## src/rtl/ls_pre_tx.sv

```systemverilog
module ls_pre_tx #(
  parameter int FS_CLKS = 4,
  parameter int LS_RATIO = 8,
  parameter int GAP_BITS = 4,
  parameter int HOLD_BITS = 1,
  parameter logic [7:0] PRE_PID = 8'h3C,
  parameter logic [7:0] SYNC_B = 8'h80
) (
  input  logic       clk,
  input  logic       rst_n,
  input  logic [1:0] xcvr_sel,
  input  logic [7:0] tx_data,
  input  logic       tx_valid,
  input  logic       tx_last,
  output logic       tx_ready,
  output logic [1:0] line_out,
  output logic       line_oe,
  output logic       fs_edge
);
  localparam int LS_CLKS = FS_CLKS * LS_RATIO;
  localparam int TW = $clog2(2 * LS_CLKS);
  localparam int REL_CLKS = (GAP_BITS - HOLD_BITS) * FS_CLKS;
  localparam int HOLD_CLKS = HOLD_BITS * FS_CLKS;
  localparam logic [15:0] HDR_W = {PRE_PID, SYNC_B};
  localparam logic [1:0] LJ = 2'b01, LK = 2'b10, LSE0 = 2'b00;

  typedef enum logic [2:0] {S_IDLE, S_HDR, S_GJ, S_GR, S_PAY, S_SE0, S_EJ} st_t;

  st_t st;
  logic [TW-1:0] tick, per;
  logic [14:0] hsr;
  logic [3:0] hcnt;
  logic [7:0] sh, nxt;
  logic [2:0] left, ones;
  logic sh_last, nxt_last, nxt_full, got_last, pre_m, lvl;
  logic fire, stuff, pend, pbit;

  assign tx_ready = (st == S_IDLE) ||
                    (st != S_SE0 && st != S_EJ && !nxt_full && !got_last);
  assign fire = tx_valid & tx_ready;
  assign per = pre_m ? TW'(LS_CLKS) : TW'(FS_CLKS);
  assign stuff = (ones == 3'd6);
  assign pend = !stuff && left == 3'd0 && (sh_last || !nxt_full);
  assign pbit = stuff ? 1'b0 : (left != 3'd0 ? sh[0] : nxt[0]);

  assign line_out = (st == S_SE0) ? LSE0 : (lvl ? LJ : LK);
  assign line_oe = (st != S_IDLE) && (st != S_GR);
  assign fs_edge = 1'b1;

  always_ff @(posedge clk or negedge rst_n) begin
    if (!rst_n) begin
      st <= S_IDLE;
      tick <= '0;
      hsr <= '0;
      hcnt <= '0;
      sh <= '0;
      nxt <= '0;
      left <= '0;
      ones <= '0;
      sh_last <= 1'b0;
      nxt_last <= 1'b0;
      nxt_full <= 1'b0;
      got_last <= 1'b0;
      pre_m <= 1'b0;
      lvl <= 1'b1;
    end else begin
      if (fire) begin
        nxt <= tx_data;
        nxt_last <= tx_last;
        nxt_full <= 1'b1;
        if (tx_last) got_last <= 1'b1;
      end
      case (st)
        S_IDLE: if (fire) begin
          pre_m <= (xcvr_sel == 2'b11);
          tick <= TW'(FS_CLKS - 1);
          if (xcvr_sel == 2'b11) begin
            st <= S_HDR;
            hsr <= HDR_W[15:1];
            hcnt <= 4'd15;
            lvl <= HDR_W[0] ? 1'b1 : 1'b0;
          end else begin
            st <= S_PAY;
            sh <= SYNC_B >> 1;
            left <= 3'd7;
            sh_last <= 1'b0;
            ones <= SYNC_B[0] ? 3'd1 : 3'd0;
            lvl <= SYNC_B[0];
          end
        end
        S_HDR: if (tick == '0) begin
          tick <= TW'(FS_CLKS - 1);
          if (hcnt == 4'd0) begin
            st <= S_GJ;
            lvl <= 1'b1;
            tick <= TW'(HOLD_CLKS - 1);
          end else begin
            lvl <= hsr[0] ? lvl : ~lvl;
            hsr <= hsr >> 1;
            hcnt <= hcnt - 4'd1;
          end
        end else tick <= tick - TW'(1);
        S_GJ: if (tick == '0) begin
          st <= S_GR;
          tick <= TW'(REL_CLKS - 1);
        end else tick <= tick - TW'(1);
        S_GR: if (tick == '0) begin
          st <= S_PAY;
          sh <= SYNC_B >> 1;
          left <= 3'd7;
          sh_last <= 1'b0;
          ones <= SYNC_B[0] ? 3'd1 : 3'd0;
          lvl <= SYNC_B[0];
          tick <= per - TW'(1);
        end else tick <= tick - TW'(1);
        S_PAY: if (tick == '0) begin
          if (pend) begin
            st <= S_SE0;
            tick <= (per << 1) - TW'(1);
          end else begin
            lvl <= pbit ? lvl : ~lvl;
            ones <= pbit ? ones + 3'd1 : 3'd0;
            tick <= per - TW'(1);
            if (!stuff) begin
              if (left != 3'd0) begin
                sh <= sh >> 1;
                left <= left - 3'd1;
              end else begin
                sh <= nxt >> 1;
                left <= 3'd7;
                sh_last <= nxt_last;
                nxt_full <= 1'b0;
              end
            end
          end
        end else tick <= tick - TW'(1);
        S_SE0: if (tick == '0) begin
          st <= S_EJ;
          lvl <= 1'b1;
          tick <= per - TW'(1);
        end else tick <= tick - TW'(1);
        S_EJ: if (tick == '0) begin
          st <= S_IDLE;
          got_last <= 1'b0;
          nxt_full <= 1'b0;
        end else tick <= tick - TW'(1);
        default: st <= S_IDLE;
      endcase
    end
  end

  AST_HDR_THEN_HOLD: assert property (@(posedge clk) disable iff (!rst_n)
    (st == S_HDR && tick == '0 && hcnt == 4'd0) |=> (line_out == LJ && line_oe));
  AST_WAITING_NOT_READY: assert property (@(posedge clk) disable iff (!rst_n)
    nxt_full |-> !tx_ready);
  AST_MODE_HELD: assert property (@(posedge clk) disable iff (!rst_n)
    (st != S_IDLE && $past(st) != S_IDLE) |-> $stable(pre_m));
  AST_STUFF_CAP: assert property (@(posedge clk) disable iff (!rst_n)
    ones <= 3'd6);
  AST_SLOT_STEADY: assert property (@(posedge clk) disable iff (!rst_n)
    (st == S_PAY && tick != '0) |=> $stable(line_out));
endmodule

```

## config.mk

```make
export PLATFORM = sky130hd
export DESIGN_NAME = ls_pre_tx
export DESIGN_NICKNAME = d
export VERILOG_FILES = /design/src/rtl/ls_pre_tx.sv
export SDC_FILE = /design/constraint.sdc
export NUM_CORES = 1
export LEC_CHECK = 0
export BUFFER_PORTS_ARGS = -buffer_cell sky130_fd_sc_hd__buf_2
export CAP_MARGIN = 25
export CORE_ASPECT_RATIO = 0.5
export CORE_MARGIN = 8
export CORE_UTILIZATION = 68
export CTS_BUF_LIST = sky130_fd_sc_hd__clkbuf_4 sky130_fd_sc_hd__clkbuf_8
export DETAILED_ROUTE_END_ITERATION = 7
export GPL_TIMING_DRIVEN = 0
export HOLD_SLACK_MARGIN = 0.12
export PLACE_DENSITY = 0.88
export SLEW_MARGIN = 10
export SYNTH_ARGS = -nofsm -noshare
export SYNTH_HDL_FRONTEND = slang
export SYNTH_SLANG_ARGS = --single-unit
```

## constraint.sdc

```tcl
create_clock -name clk -period 6.05 [get_ports clk]
set_input_delay 1.21 -clock clk [delete_from_list [all_inputs] [get_ports clk]]
set_output_delay 1.21 -clock clk [all_outputs]
set_load 0.05 [all_outputs]
```

After elaboration in Yosys (flattened, before gate mapping):

Cells that the tools add are included.

* $add $sub $neg: 6
* eq/ne operators: 29
* mux-type cells: 84
* bitwise operators: 2
* reductions and logical operators: 30

Operators with widths (number)
* 3-bit 2-to-1 mux: 22
* 15-bit 2-to-1 mux: 4
* 6-bit 2-to-1 mux: 8
* 8-bit 2-to-1 mux: 6
* 6-bit case mux with 6 select lines: 1
* 2-bit != test, second input constant: 15
* 15-bit case mux with 2 select lines: 1
* 1-bit 2-to-1 mux: 27
* 8-bit case mux with 3 select lines: 1
* 3-bit case mux with 7 select lines: 1
* 3-bit case mux with 3 select lines: 2
* 9-bit AND reduction: 2
* 6-bit by 1-bit subtractor with 6-bit output, second input constant: 3
* 4-bit 2-to-1 mux: 4
* 3-bit == test, second input constant: 4
* 3-bit != test, second input constant: 3
* 3-bit nonzero test: 3
* 4-bit case mux with 2 select lines: 1
* 8-bit AND reduction: 1
* 7-bit 2-to-1 mux: 1
* 7-bit AND reduction: 1
* 3-bit by 2-bit == test with 1-bit output, second input constant: 2
* 1-bit logical AND: 6
* 3-bit zero test: 2
* other kinds (25): 30

* bits in registers: 56
* input port bits: 14
* output and inout bits: 5
* logic and storage cells: 165

Logic depth before layout (Yosys ltp):

* word-level depth: 12
* gate-level depth with buffers: 9
* depth with buffers taken out: 7

Worst setup path after synthesis:

No wires, ideal clock.

* path type: reg2out
* start point: register st[2]
* end point: output port tx_ready
* arrival: 1.952 ns
* required time: 4.840 ns
* path slack: 2.888 ns
* cell stages (with the launch flop): 4
* buffers on the path: 1
* cell sequence: dfrtp_1 -> buf_2 -> a21boi_0 -> o32ai_1

* cells in the longest elaborated chain, start to end: 5
* elaborated cells on any way between the ends: 7
* classes of those cells: eq/ne: 2; reduce/logical: 5

RTL lines
* from (decl): line 29 `st_t st;`
* from (signal assigned): line 52 `st <= S_IDLE;`
* from (signal assigned): line 78 `st <= S_HDR;`
* from (signal assigned): line 83 `st <= S_PAY;`
* 3-bit != test: line 39 `(st != S_SE0 && st != S_EJ && !nxt_full && !got_last);`
* 1-bit logical AND (3 in a row): line 39
* 1-bit logical OR (*): line 38 `assign tx_ready = (st == S_IDLE) ||`
* to (decl): line 15 `output logic tx_ready,`

Every way passes the cells marked *; elsewhere a longest branch is shown, timed or not.

Final worst setup path:

* start point: register st[2]
* end point: output port line_oe

* cells in the longest elaborated chain, start to end: 2
* elaborated cells on any way between the ends: 3
* classes of those cells: eq/ne: 1; reduce/logical: 2

RTL lines
* 3-bit by 2-bit != test with 1-bit output or 3-bit nonzero test (tied branches): line 47 `assign line_oe = (st != S_IDLE) && (st != S_GR);`
* 1-bit logical AND (*): line 47
* to (decl): line 17 `output logic line_oe,`

Marks and branches as above.

==> results.cfg <==
[run_status]
status = complete, no violations

[synthesis]
syn_nets = 355
synth-xor-area-share_pct = 0.589
syn_area_um2 = 2980
synth-simple-area-share_pct = 24.2
syn_inst = 335
synth_cell_types = 56
synth_compound_area_share_pct = 19.0
synthMuxAreaShare_pct = 4.50
synth.avg_cell_area_um2 = 8.88
ys.flop_type = dfrtp_1
yosys.area_share.adder_pct = 2.52
synth_top_family_by_area = simple AND/OR/NAND/NOR gates
yosysWarnings = 0
yosysSeqAreaShare_pct = 44.6
ys_seq_elements = 53
synthArstFlopShare_pct = 100
synth_edf_count = 0

[cells_and_area]
syn_to_final_growth_pct = 8.79
fin_cells = 417
fillers = 309
multi_input_area_um2 = 1520
fin_util_pct = 75.3
finalInstanceArea_um2 = 3240
nNetsFinal = 380
n_antenna_cell = 0
drive_gt1_share_pct = 14.2
seq_area_um2 = 1330

[die]
chipWidth_um = 110
num_io_pins = 19
dieArea_um2 = 6880
core_area_um2 = 4300
die_y_um = 62.8
rows = 17
start_util_pct = 69.2

[power]
p_per_area_nw_per_um2 = 469
switchingPower_w = 0.000669
clkPwrFrac_pct = 13.1
swShare_pct = 44.0
comb_power_share_pct = 48.7
ir_worst_vdd_mv = 0.241
pwr-share-seq_pct = 38.3
intPower_w = 0.000850
leakage_nw = 1.45

[global_routing]
grtUsageMet1_pct = 25.4
grt_use_met3_pct = 4.94
grt_use_total_pct = 20.1
grt_max_degree = 28
grt-ovfl-total = 0
antenna_found_initial = 0
grt.busiest_layer = met2
gr-usage-met2_pct = 33.1
grt_pass1_vias = 2546
grt_pass1_wl_mm = 11.4

[detailed_routing]
postRouteAntennaNets = 0
drcViolationCount = 0
first_pass_iters = 5
dr.first_iter.drc_count = 182
routed_via_density = 6.34
post_drt_wl_per_cell_um = 16.3
vias = 2642
routed_wl_mm = 6.81

[hold_path]
hp-class = register to register

[clocking]
numCtsBuffers = 5
cts_setup_buffers = 0
clk_pin_slew_ns = 0.10
worstSkewPairLatency_ns = 0.31
clockRootBuffer = clkbuf_8
cts_hold_buf = 0
post_cts_resized = 0
htreeDepth = 2
cts_max_path_buffers = 2
cts.sinks = 53
cts_tree = built

[sta]
finalWorstSetupSlack_ns = 2.74
fmax_mhz = 303
max_slew_margin_pct = 50.3
slew_viol_final = 0
worst_pin_slew_ns = 0.743
period_share_pct = 54.6
rsz0062_at_grt = no
fin_tns_setup_ns = 0
hold_viol = 0
min_period_ns = 3.31
finalClockSkew_ns = 0.00775
setup_viol = 0

[worst_setup_path]
cp-end-kind = output pin
worstSetupPathType = register to output pin
crit_chain = buf_2 > clkbuf_1 > clkbuf_1 > a21o_1 > buf_2
arrival_ns = 2.10
cpPeakStageDelay_ns = 0.44
cp_max_fo = 10
start_kind = register
cp_data_required_time_ns = 4.84
slowest_stage = clkbuf_1

[placed_design]
pre_cts_ws_ns = 3.16
place_hpwl_mm = 4.86
io_buffer_count = 17
dp_cells = 410
dpl-instance-area_um2 = 3150
globalplace.congestion = 0.926

[flow_run]
cap_violations = 0
-- stage by stage --
stage | hold slack, ns | total power (W)
detailed placement | 0.463 | 0.00131
floorplan | 0.446 | 0.00113
global placement | 0.463 | 0.00127
finish | 0.486 | 0.00152
CTS | 0.488 | 0.00151
global route | 0.514 | 0.00162
-- kinds of logic after synthesis --
family | count (synthesis)
simple gates | 147
compound gates | 83
flops | 53
buf+inv | 31
mux | 12
fa+ha+maj | 6
xor+xnor | 2
other cells | 1
-- critical path, delay by kind of cell, from the launching register on --
family                 cells  cell delay (ns)
AO/OA/AOI/OAI              1             0.13
flip-flops                 1             0.38
buffers and inverters      4             1.27
-- synthesized netlist by cell type (3+ instances only) --
cell type,instances,area [um2]
nor2_1,28,105
inv_1,10,37.5
nor3_1,13,65.1
nand3_1,6,30.0
a21o_1,3,22.5
a31oi_1,3,18.8
dfrtp_1,52,1300
nand2b_1,6,37.5
and2_1,3,18.8
o21a_1,4,30.0
nor2b_1,5,31.3
o21ai_0,19,95.1
clkbuf_1,11,41.3
nand2_1,62,233
ha_1,6,75.1
nor4b_1,3,26.3
a21oi_1,21,105
a22o_1,9,78.8
mux2_2,11,124
or3_1,5,31.3
buf_2,7,35.0
o22ai_1,4,25.0
-- layout by cell type (no fill, tap or decap), types with 2 or more instances in the layout --
cell,count
nand2b_1,6
nand4_1,2
o32ai_1,2
and2_1,3
nor4b_1,3
nor4_1,2
xnor2_1,2
buf_4,2
o31ai_1,2
o2bb2ai_1,2
a21oi_1,21
buf_2,24
a21o_1,3
nand3_1,6
nor2b_1,5
a31oi_1,3
o22ai_1,4
clkbuf_1,11
or3_1,5
clkbuf_8,5
or3b_1,2
inv_1,10
mux2_2,11
ha_1,6
a22o_1,9
nor3_1,13
a211oi_1,2
nand2_1,62
nand3b_1,2
nor2_1,28
dfrtp_1,52
o21ai_0,19
o21a_1,4
-- path summary, 6_finish.rpt --
kind,end,start,slack (ns),cells after the start
hold reg to reg,nxt[3],nxt[3],0.49,2
setup reg to reg,hsr[6],tick[0],3.45,8
min in group asynchronous,hcnt[3],rst_n,0.91,1
max in group asynchronous,sh[0],rst_n,4.57,2
setup / recovery,line_oe,st[2],2.74,5
hold / removal,nxt[3],nxt[3],0.49,2
-- area by class of cell --
type,instances,area share [%]
plain buffers,21,2.94
well taps,57,2.20
clock inverters,2,0.503
repair buffers,18,3.25
clock buffers,5,2.13
multi-input cells,251,46.8
flip-flops and latches,53,41.0
inverters,10,1.16
-- power by group through the flow --
stage / registers, W / logic, W / clock network, W
2_1_floorplan: 0.000560 / 0.000574 / 0
3_3_place_gp: 0.000577 / 0.000693 / 0
3_5_place_dp: 0.000586 / 0.000723 / 0
4_1_cts: 0.000580 / 0.000729 / 0.000200
5_1_grt: 0.000598 / 0.000809 / 0.000214
6_report: 0.000581 / 0.000740 / 0.000198
-- state kept, by name (all words and copies together) (netlist names), 3 cells and up --
register	count
hcnt	4
nxt	8
ones	3
hsr	13
st	3
left	3
sh	7
tick	6
-- layer usage --
metal	share of wire, %	wire length (um)
met1	45	3080
met3	6.4	435
met4	0.79	54
met2	48	3240
met5	0	0
No activity file was read; power rests on OpenSTA's default activity.
